**config.mk**
```make
export PLATFORM = sky130hd
export DESIGN_NAME = bus_prescaler
export DESIGN_NICKNAME = d
export VERILOG_FILES = /design/src/rtl/bp_pkg.sv /design/src/rtl/bp_core_div.sv /design/src/rtl/bp_bus_div.sv /design/src/rtl/bp_limit_chk.sv /design/src/rtl/bus_prescaler.sv
export SDC_FILE = /design/constraint.sdc
export NUM_CORES = 1
export LEC_CHECK = 0
export BUFFER_PORTS_ARGS = -buffer_cell sky130_fd_sc_hd__buf_2
export CELL_PAD_IN_SITES_DETAIL_PLACEMENT = 1
export CELL_PAD_IN_SITES_GLOBAL_PLACEMENT = 1
export CORE_ASPECT_RATIO = 0.9
export CORE_MARGIN = 4
export CORE_UTILIZATION = 50
export CTS_CLUSTER_SIZE = 40
export DETAILED_ROUTE_END_ITERATION = 10
export GPL_TIMING_DRIVEN = 0
export PLACE_DENSITY_LB_ADDON = 0.1
export REMOVE_ABC_BUFFERS = 1
export SYNTH_ARGS = -nofsm -noshare
export SYNTH_HDL_FRONTEND = slang
export SYNTH_SLANG_ARGS = --single-unit
export TNS_END_PERCENT = 100
```
**constraint.sdc**
```tcl
create_clock -name clk -period 9.9 [get_ports clk]
set_input_delay 1.98 -clock clk [delete_from_list [all_inputs] [get_ports clk]]
set_output_delay 1.98 -clock clk [all_outputs]
set_load 0.02 [all_outputs]
```
**src/rtl/bp_pkg.sv**
```systemverilog
package bp_pkg;

  // Divide ratio selected by a code: 2^code.
  function automatic int div_ratio(input int code);
    return 1 << code;
  endfunction

  // Low-speed bus too fast: its rate would exceed half of the maximum core rate.
  function automatic logic slow_too_fast(input int sys_mhz, input int max_mhz,
                                         input int core_code, input int slow_code);
    return (2 * sys_mhz) > (max_mhz * (1 << (core_code + slow_code)));
  endfunction

endpackage

```
**src/rtl/bp_core_div.sv**
```systemverilog
module bp_core_div #(
  parameter int SEL_W   = 3,
  parameter int RST_SEL = 0
) (
  input  logic             clk,
  input  logic             rst_n,
  input  logic             wr,
  input  logic [SEL_W-1:0] sel_wr,
  output logic             tick_out,
  output logic [SEL_W-1:0] act_sel
);
  localparam int CNT_W = (1 << SEL_W) - 1;

  logic [SEL_W-1:0] pend_q, act_q, pend_nxt;
  logic [CNT_W-1:0] cnt_q;
  logic             period_end;

  assign pend_nxt   = wr ? sel_wr : pend_q;
  assign period_end = (cnt_q == CNT_W'(bp_pkg::div_ratio(int'(act_q)) - 1));

  always_ff @(posedge clk or negedge rst_n) begin
    if (!rst_n) begin
      pend_q <= SEL_W'(RST_SEL);
      act_q  <= SEL_W'(RST_SEL);
      cnt_q  <= '0;
    end else begin
      pend_q <= pend_nxt;
      if (period_end) begin
        cnt_q <= '0;
        act_q <= pend_nxt;
      end else begin
        cnt_q <= cnt_q + CNT_W'(1);
      end
    end
  end

  assign tick_out = period_end;
  assign act_sel  = act_q;
endmodule

```
**src/rtl/bp_bus_div.sv**
```systemverilog
module bp_bus_div #(
  parameter int SEL_W   = 2,
  parameter int RST_SEL = 0
) (
  input  logic             clk,
  input  logic             rst_n,
  input  logic             tick_in,
  input  logic             wr,
  input  logic [SEL_W-1:0] sel_wr,
  output logic             bus_en,
  output logic             tmr_en,
  output logic [SEL_W-1:0] act_sel
);
  localparam int CNT_W = (1 << SEL_W) - 1;

  logic [SEL_W-1:0] pend_q, act_q, pend_nxt;
  logic [CNT_W-1:0] cnt_q, last_cnt, half_cnt;
  logic             at_last, at_half;

  assign pend_nxt = wr ? sel_wr : pend_q;
  assign last_cnt = CNT_W'(bp_pkg::div_ratio(int'(act_q)) - 1);
  assign half_cnt = CNT_W'(bp_pkg::div_ratio(int'(act_q)) / 2 - 1);
  assign at_last  = tick_in && (cnt_q == last_cnt);
  assign at_half  = tick_in && (act_q != '0) && (cnt_q == half_cnt);

  always_ff @(posedge clk or negedge rst_n) begin
    if (!rst_n) begin
      pend_q <= SEL_W'(RST_SEL);
      act_q  <= SEL_W'(RST_SEL);
      cnt_q  <= '0;
    end else begin
      pend_q <= pend_nxt;
      if (at_last) begin
        cnt_q <= '0;
        act_q <= pend_nxt;
      end else if (tick_in) begin
        cnt_q <= cnt_q + CNT_W'(1);
      end
    end
  end

  assign bus_en  = at_last;
  assign tmr_en  = at_last | at_half;
  assign act_sel = act_q;
endmodule

```
**src/rtl/bp_limit_chk.sv**
```systemverilog
module bp_limit_chk #(
  parameter int CORE_SEL_W   = 3,
  parameter int BUS_SEL_W    = 2,
  parameter int SYS_MHZ      = 72,
  parameter int MAX_CORE_MHZ = 72
) (
  input  logic [CORE_SEL_W-1:0] core_sel,
  input  logic [BUS_SEL_W-1:0]  slow_sel,
  output logic                  over
);
  always_comb begin
    over = bp_pkg::slow_too_fast(SYS_MHZ, MAX_CORE_MHZ, int'(core_sel), int'(slow_sel));
  end
endmodule

```
**src/rtl/bus_prescaler.sv**
```systemverilog
module bus_prescaler #(
  parameter int CORE_SEL_W   = 3,
  parameter int BUS_SEL_W    = 2,
  parameter int SYS_MHZ      = 72,
  parameter int MAX_CORE_MHZ = 72,
  parameter int RST_CORE_SEL = 0,
  parameter int RST_SLOW_SEL = 1,
  parameter int RST_FAST_SEL = 0
) (
  input  logic                  clk,
  input  logic                  rst_n,
  input  logic                  cfg_wr,
  input  logic [CORE_SEL_W-1:0] cfg_core_sel,
  input  logic [BUS_SEL_W-1:0]  cfg_slow_sel,
  input  logic [BUS_SEL_W-1:0]  cfg_fast_sel,
  output logic                  core_en,
  output logic                  slow_en,
  output logic                  fast_en,
  output logic                  slow_tmr_en,
  output logic                  fast_tmr_en,
  output logic                  slow_over_limit
);
  localparam int NBUS = 2;            // index 0: low-speed, index 1: high-speed
  localparam int BUS_RST [NBUS] = '{RST_SLOW_SEL, RST_FAST_SEL};

  logic [CORE_SEL_W-1:0] core_sel_act;
  logic [BUS_SEL_W-1:0]  bus_sel_wr  [NBUS];
  logic [BUS_SEL_W-1:0]  bus_sel_act [NBUS];
  logic                  bus_tick    [NBUS];
  logic                  bus_tmr     [NBUS];

  assign bus_sel_wr[0] = cfg_slow_sel;
  assign bus_sel_wr[1] = cfg_fast_sel;

  bp_core_div #(.SEL_W(CORE_SEL_W), .RST_SEL(RST_CORE_SEL)) u_core (
    .clk(clk), .rst_n(rst_n), .wr(cfg_wr), .sel_wr(cfg_core_sel),
    .tick_out(core_en), .act_sel(core_sel_act)
  );

  for (genvar g = 0; g < NBUS; g++) begin : g_bus
    bp_bus_div #(.SEL_W(BUS_SEL_W), .RST_SEL(BUS_RST[g])) u_bus (
      .clk(clk), .rst_n(rst_n), .tick_in(core_en), .wr(cfg_wr),
      .sel_wr(bus_sel_wr[g]), .bus_en(bus_tick[g]), .tmr_en(bus_tmr[g]),
      .act_sel(bus_sel_act[g])
    );
  end

  // Named event wires for the bound checker
  logic [BUS_SEL_W-1:0] slow_sel_act, fast_sel_act;
  assign slow_sel_act = bus_sel_act[0];
  assign fast_sel_act = bus_sel_act[1];

  assign slow_en     = bus_tick[0];
  assign fast_en     = bus_tick[1];
  assign slow_tmr_en = bus_tmr[0];
  assign fast_tmr_en = bus_tmr[1];

  bp_limit_chk #(.CORE_SEL_W(CORE_SEL_W), .BUS_SEL_W(BUS_SEL_W),
                 .SYS_MHZ(SYS_MHZ), .MAX_CORE_MHZ(MAX_CORE_MHZ)) u_lim (
    .core_sel(core_sel_act), .slow_sel(slow_sel_act), .over(slow_over_limit)
  );
endmodule

```
Word level (Yosys, flattened, before mapping)
Index checks and enable logic that the tools add are counted.
- register bits after elaboration: 27
- logic and storage cells: 53
- input bits: 10
- output and inout port bits: 6
- reduce and logical (&&, ||, !) cells: 10
- bitwise operators: 4
- eq/ne operators: 5
- multipliers: 1
- magnitude comparators: 1
- shift operators: 4
- muxes and demuxes: 8
- add/subtract/negate cells: 11
- operator list (cell ; count):
    left shift 1 x 2 -> 32 bit (first input constant) ; 2
    greater-than comparator 9 x 32 -> 1 bit (first input constant) ; 1
    multiplier 5 x 32 -> 29 bit (first input constant) ; 1
    left shift 1 x 32 -> 32 bit (first input constant) ; 1
    two-way mux 3 bit ; 5
    == test 3 bit ; 4
    subtractor 3 x 2 -> 3 bit (second input constant) ; 4
    nonzero test 2 bit ; 4
    adder 7 x 1 -> 7 bit (second input constant) ; 1
    == test 7 bit ; 1
    two-way mux 7 bit ; 1
    left shift 1 x 3 -> 7 bit (first input constant) ; 1
    subtractor 7 x 2 -> 7 bit (second input constant) ; 1
    adder 3 x 1 -> 3 bit ; 2
    adder 3 x 1 -> 3 bit (second input constant) ; 2
    logical AND 1 bit ; 6
    adder 3 x 2 -> 4 bit ; 1
    two-way mux 2 bit ; 2
    AND 1 bit ; 2
    OR 1 bit ; 2

Depth between registers and ports, before layout
- word-level depth: 7
- gate-level depth with buffers: 15
- gate-level depth less buffers: 15

Hierarchy
Synthesis repeated with hierarchy kept, for this count alone.
- cells, all modules: 286
- area total of the unflattened synthesis: 2663.8 µm²
- modules (own cells, without submodules) (module ; seq. area each (µm²) ; area an instance (µm²) ; instances ; cells each):
    bp_limit_chk ; 0.0 ; 1078.5 ; 1 ; 145
    bp_core_div ; 325.3 ; 691.9 ; 1 ; 63
    bp_bus_div (g_bus[0].u_bus) ; 177.7 ; 447.9 ; 1 ; 39
    bp_bus_div (g_bus[1].u_bus) ; 175.2 ; 445.4 ; 1 ; 39

Worst setup path before layout
Ideal clock, no wire load.
- kind: register -> output
- start: register g_bus[0].u_bus.act_q[0]
- end: output port slow_over_limit
- stages on the path, launching flop included: 16
- path buffers: 1
- data required time: 7.920 ns
- setup slack: 3.512 ns
- arrival time: 4.408 ns
- cell sequence: dfstp_2 ha_1 inv_1 fa_1 clkbuf_1 nand2b_1 nor2_1 ha_1 ha_1 fa_1 a2111oi_0 o2111ai_1 o211a_1 a2111oi_0 nand4_1 nor4_1
- word-level cells in the longest chain between the ends: 4
- ends and longest elaborated chain (what ; line ; source):
    start: declaration ; bp_bus_div.sv:16 ; logic [SEL_W-1:0] pend_q, act_q, pend_nxt;
    start signal: assignment ; bp_bus_div.sv:29 ; act_q <= SEL_W'(RST_SEL);
    start signal: assignment ; bp_bus_div.sv:35 ; act_q <= pend_nxt;
    adder 3 x 2 -> 4 bit ; bp_pkg.sv:11 ; return (2 * sys_mhz) > (max_mhz * (1 << (core_code + slow_code)));
    left shift 1 x 32 -> 32 bit ; bp_pkg.sv:11 ;
    multiplier 5 x 32 -> 29 bit ; bp_pkg.sv:11 ;
    greater-than comparator 9 x 32 -> 1 bit ; bp_pkg.sv:11 ;
    end: declaration ; bus_prescaler.sv:21 ; output logic slow_over_limit
No other way between the ends.

Worst setup path in the final report
- start: register u_core.act_q[0], in the netlist u_core.act_sel[0]
- end: output port slow_over_limit
- word-level cells in the longest chain between the ends: 4
- ends and longest elaborated chain (what ; line ; source):
    start: declaration ; bp_core_div.sv:14 ; logic [SEL_W-1:0] pend_q, act_q, pend_nxt;
    start signal: assignment ; bp_core_div.sv:24 ; act_q <= SEL_W'(RST_SEL);
    start signal: assignment ; bp_core_div.sv:30 ; act_q <= pend_nxt;
    adder 3 x 2 -> 4 bit ; bp_pkg.sv:11 ;
    left shift 1 x 32 -> 32 bit ; bp_pkg.sv:11 ;
    multiplier 5 x 32 -> 29 bit ; bp_pkg.sv:11 ;
    greater-than comparator 9 x 32 -> 1 bit ; bp_pkg.sv:11 ;
No other way between the ends.

==> results.yml <==
timing:
  hold_viol: 0
  fin_crit_sh: 0.710
  fin_crit_ns: 7.03
  setup_viol: 0
  worst_slew_pin_slew_ns: 0.780
  max_freq_mhz: 142
  rsz0062_at_grt: "false"
  setup_slack_ns: 2.87
  fin_setup_tns_ns: 0
  finalClockSkew_ns: 0.00988
  slew_headroom: 0.479
  drv_slew: 0
layout:
  drive_gt1_frac: 0.130
  final_cell_mix: "39 x nor2_1, 37 x ha_1, 25 x dfrtp_1"
  area.growth.synth_to_final_pct: 4.64
  antenna_cells: 0
  stdcell_count: 389
  finish.net_count: 372
  final_common_cell: "nor2_1"
global_route:
  antenna_found_initial: 0
  overflow: 0
  grt_start_max_net_pins: 28
  grtUsageTotal: 0.211
  grt_pass1_vias: 2424
  grt_pass1_wl_mm: 11.8
yosys:
  syn_area_um2: 2800
  synthArstFlopShare: 1.00
  synth_cell_type_count: 57
  synth_top_family_by_area: "simple AND/OR/NAND/NOR gates"
  synth_compound_area_frac: 0.188
  synth-simple-area-share: 0.201
  synth_xor_area_frac: 0.0657
  synth_seq_cells: 27
  muxShareOfSynthArea: 0.0786
  synth_cells: 318
  yosysSeqAreaShare: 0.242
  ys_warn_count: 0
  synth_edf_count: 0
  synth_fa_ha_area_frac: 0.180
  synth_top_flop_cell: "dfrtp_1"
  syn_area_per_cell_um2: 8.81
worst_setup_path:
  crit_type: "reg -> out"
  r2r-start: "u_core.act_sel[2]"
  rr_endpoint: "u_core.act_sel[2]"
  critPathMaxFanout: 11
  worst_setup_path_end_kind: "output port"
  regToRegSetupSlack_ns: 6.26
  start_kind: "register"
  rr_worst_depth: 7
  cp_data_required_time_ns: 7.92
  crit_arrival_ns: 5.05
min_path:
  min_from: "u_core.pend_q[2]"
  whs_path_depth: 1
  worstHoldEndpoint: "u_core.pend_q[2]"
  hp-class: "reg -> reg"
detailed_routing:
  detail_route.wl_per_cell_um: 17.1
  first_pass_iters: 6
  postRouteAntennaNets: 0
  drt_iter0_drc: 77
  avgViaCountPerCell: 5.95
  drcViolationCount: 0
  drt_wl_total_mm: 6.63
  vias: 2316
clock_network:
  root_buffer: "clkbuf_8"
  tritoncts: "built"
  htreeDepth: 1
  cts_setup_buffers: 0
  cts.reportedPaths.clkPinSlew_ns: 0.09
  postCtsHoldBufs: 0
  clk_latency_ns: 0.28
  cts_made_buffers: 3
  cts_sinks: 27
  cts_max_path_buffers: 2
  cts_resized: 0
floorplan:
  core_um2: 5350
  fp.dieArea_um2: 6870
  std_cell_rows: 25
  io-pin-count: 16
  initial_utilization: 0.524
  fp.dieW_um: 86.9
  chipHeight_um: 79.0
place:
  io_buffers: 15
  dpl_worst_slack_ns: 3.18
  place_congestion: 0.820
  dp_cells: 385
  place_hpwl_mm: 5.20
flow_run:
  cap_violations: 0
power:
  ir_worst_vdd_v: 0.000154
  p_leak_nw: 1.38
  powerDensity_nw_per_um2: 339
run_status:
  status: "complete, no violations"
cell families after synthesis:
| kind of cell | after synthesis |
|---|---|
| simple gates | 106 |
| compound gates | 76 |
| mux | 20 |
| fa+ha+maj | 39 |
| flops | 27 |
| other cells | 1 |
| xor+xnor | 21 |
| buf+inv | 28 |
sequential cells by signal, summed over array words and instances (netlist names):
| register | cells |
|---|---|
| g_bus.u_bus.act_sel | 4 |
| g_bus.u_bus.cnt_q | 6 |
| g_bus.u_bus.pend_q | 4 |
| u_core.act_sel | 3 |
| u_core.cnt_q | 7 |
| u_core.pend_q | 3 |
Yosys cell counts, drive strengths merged, types with 4 or more instances:
| library cell | n | area [µm²] |
|---|---|---|
| inv | 11 | 41.3 |
| a2111oi | 4 | 35.0 |
| nand4 | 4 | 25.0 |
| o21a | 4 | 30.0 |
| xor2 | 9 | 78.8 |
| mux2i | 4 | 40.0 |
| o21ai | 13 | 65.1 |
| nand2b | 9 | 56.3 |
| mux2 | 16 | 180 |
| xnor2 | 12 | 105 |
| a21o | 6 | 45.0 |
| nand3 | 9 | 45.0 |
| nor2b | 8 | 50.1 |
| nor2 | 40 | 153 |
| nand2 | 11 | 41.3 |
| ha | 37 | 463 |
| clkbuf | 12 | 45.0 |
| buf | 5 | 36.3 |
| a21oi | 16 | 80.1 |
| nor3 | 5 | 25.0 |
| dfrtp | 25 | 626 |
| nor4 | 6 | 67.6 |
metrics by stage:
| step | hold slack, ns | utilization | total power [W] | area [µm²] |
|---|---|---|---|---|
| after global placement | 0.477 | 0.540 | 0.000892 | 2890 |
| final | 0.506 | 0.548 | 0.000993 | 2930 |
| after floorplan | 0.468 | - | 0.000754 | 2730 |
| after global routing | 0.535 | 0.548 | 0.00111 | 2930 |
| after detailed placement | 0.491 | 0.540 | 0.000922 | 2890 |
| after CTS | 0.514 | 0.548 | 0.000994 | 2930 |
critical path, stage by stage (launching register included):
cell       delay [ns]
dfrtp_1          0.58
ha_1             0.27
inv_1            0.07
fa_1             0.46
nor2b_1          0.17
a21oi_1          0.37
nor2_1           0.08
ha_1             0.29
ha_1             0.23
fa_1             0.45
a21oi_1          0.24
o21ai_0          0.26
a221o_1          0.38
a2111oi_0        0.29
nand4_1          0.16
nor4_1           0.25
buf_2            0.23
how the worst max path moves through the flow:
stage,slack (ns),cells past startpoint,from,endpoint
2_1_floorplan,3.58,15,g_bus[0].u_bus.act_sel[0],slow_over_limit
3_3_place_gp,3.32,16,u_core.act_sel[0],slow_over_limit
3_5_place_dp,3.18,16,u_core.act_sel[0],slow_over_limit
4_1_cts,2.85,16,u_core.act_sel[0],slow_over_limit
5_1_grt,2.36,16,u_core.act_sel[0],slow_over_limit
6_report,2.87,16,u_core.act_sel[0],slow_over_limit
layout make-up:
cell class	count	area, µm²
Inverter	11	41.3
Timing Repair Buffer	15	75.1
Sequential cell	27	678
Fill cell	644	2420
Clock buffer	4	45.0
Multi-Input combinational cell	265	2010
Tap cell	67	83.8
layer usage:
layer  vias to the layer above  global-route usage  wire length, µm
met1                      1125               0.311             3480
met2                        24               0.340             2970
li1                       1165                   -                -
met4                         0              0.0156               11
met3                         2              0.0280              173
met5                         -                   0                0
power by group:
part           internal [W]  switching (W)
logic              0.000290       0.000416
registers          0.000152      0.0000708
clock network     0.0000289      0.0000350
total              0.000471       0.000522
(Power assumes the default switching activity.)
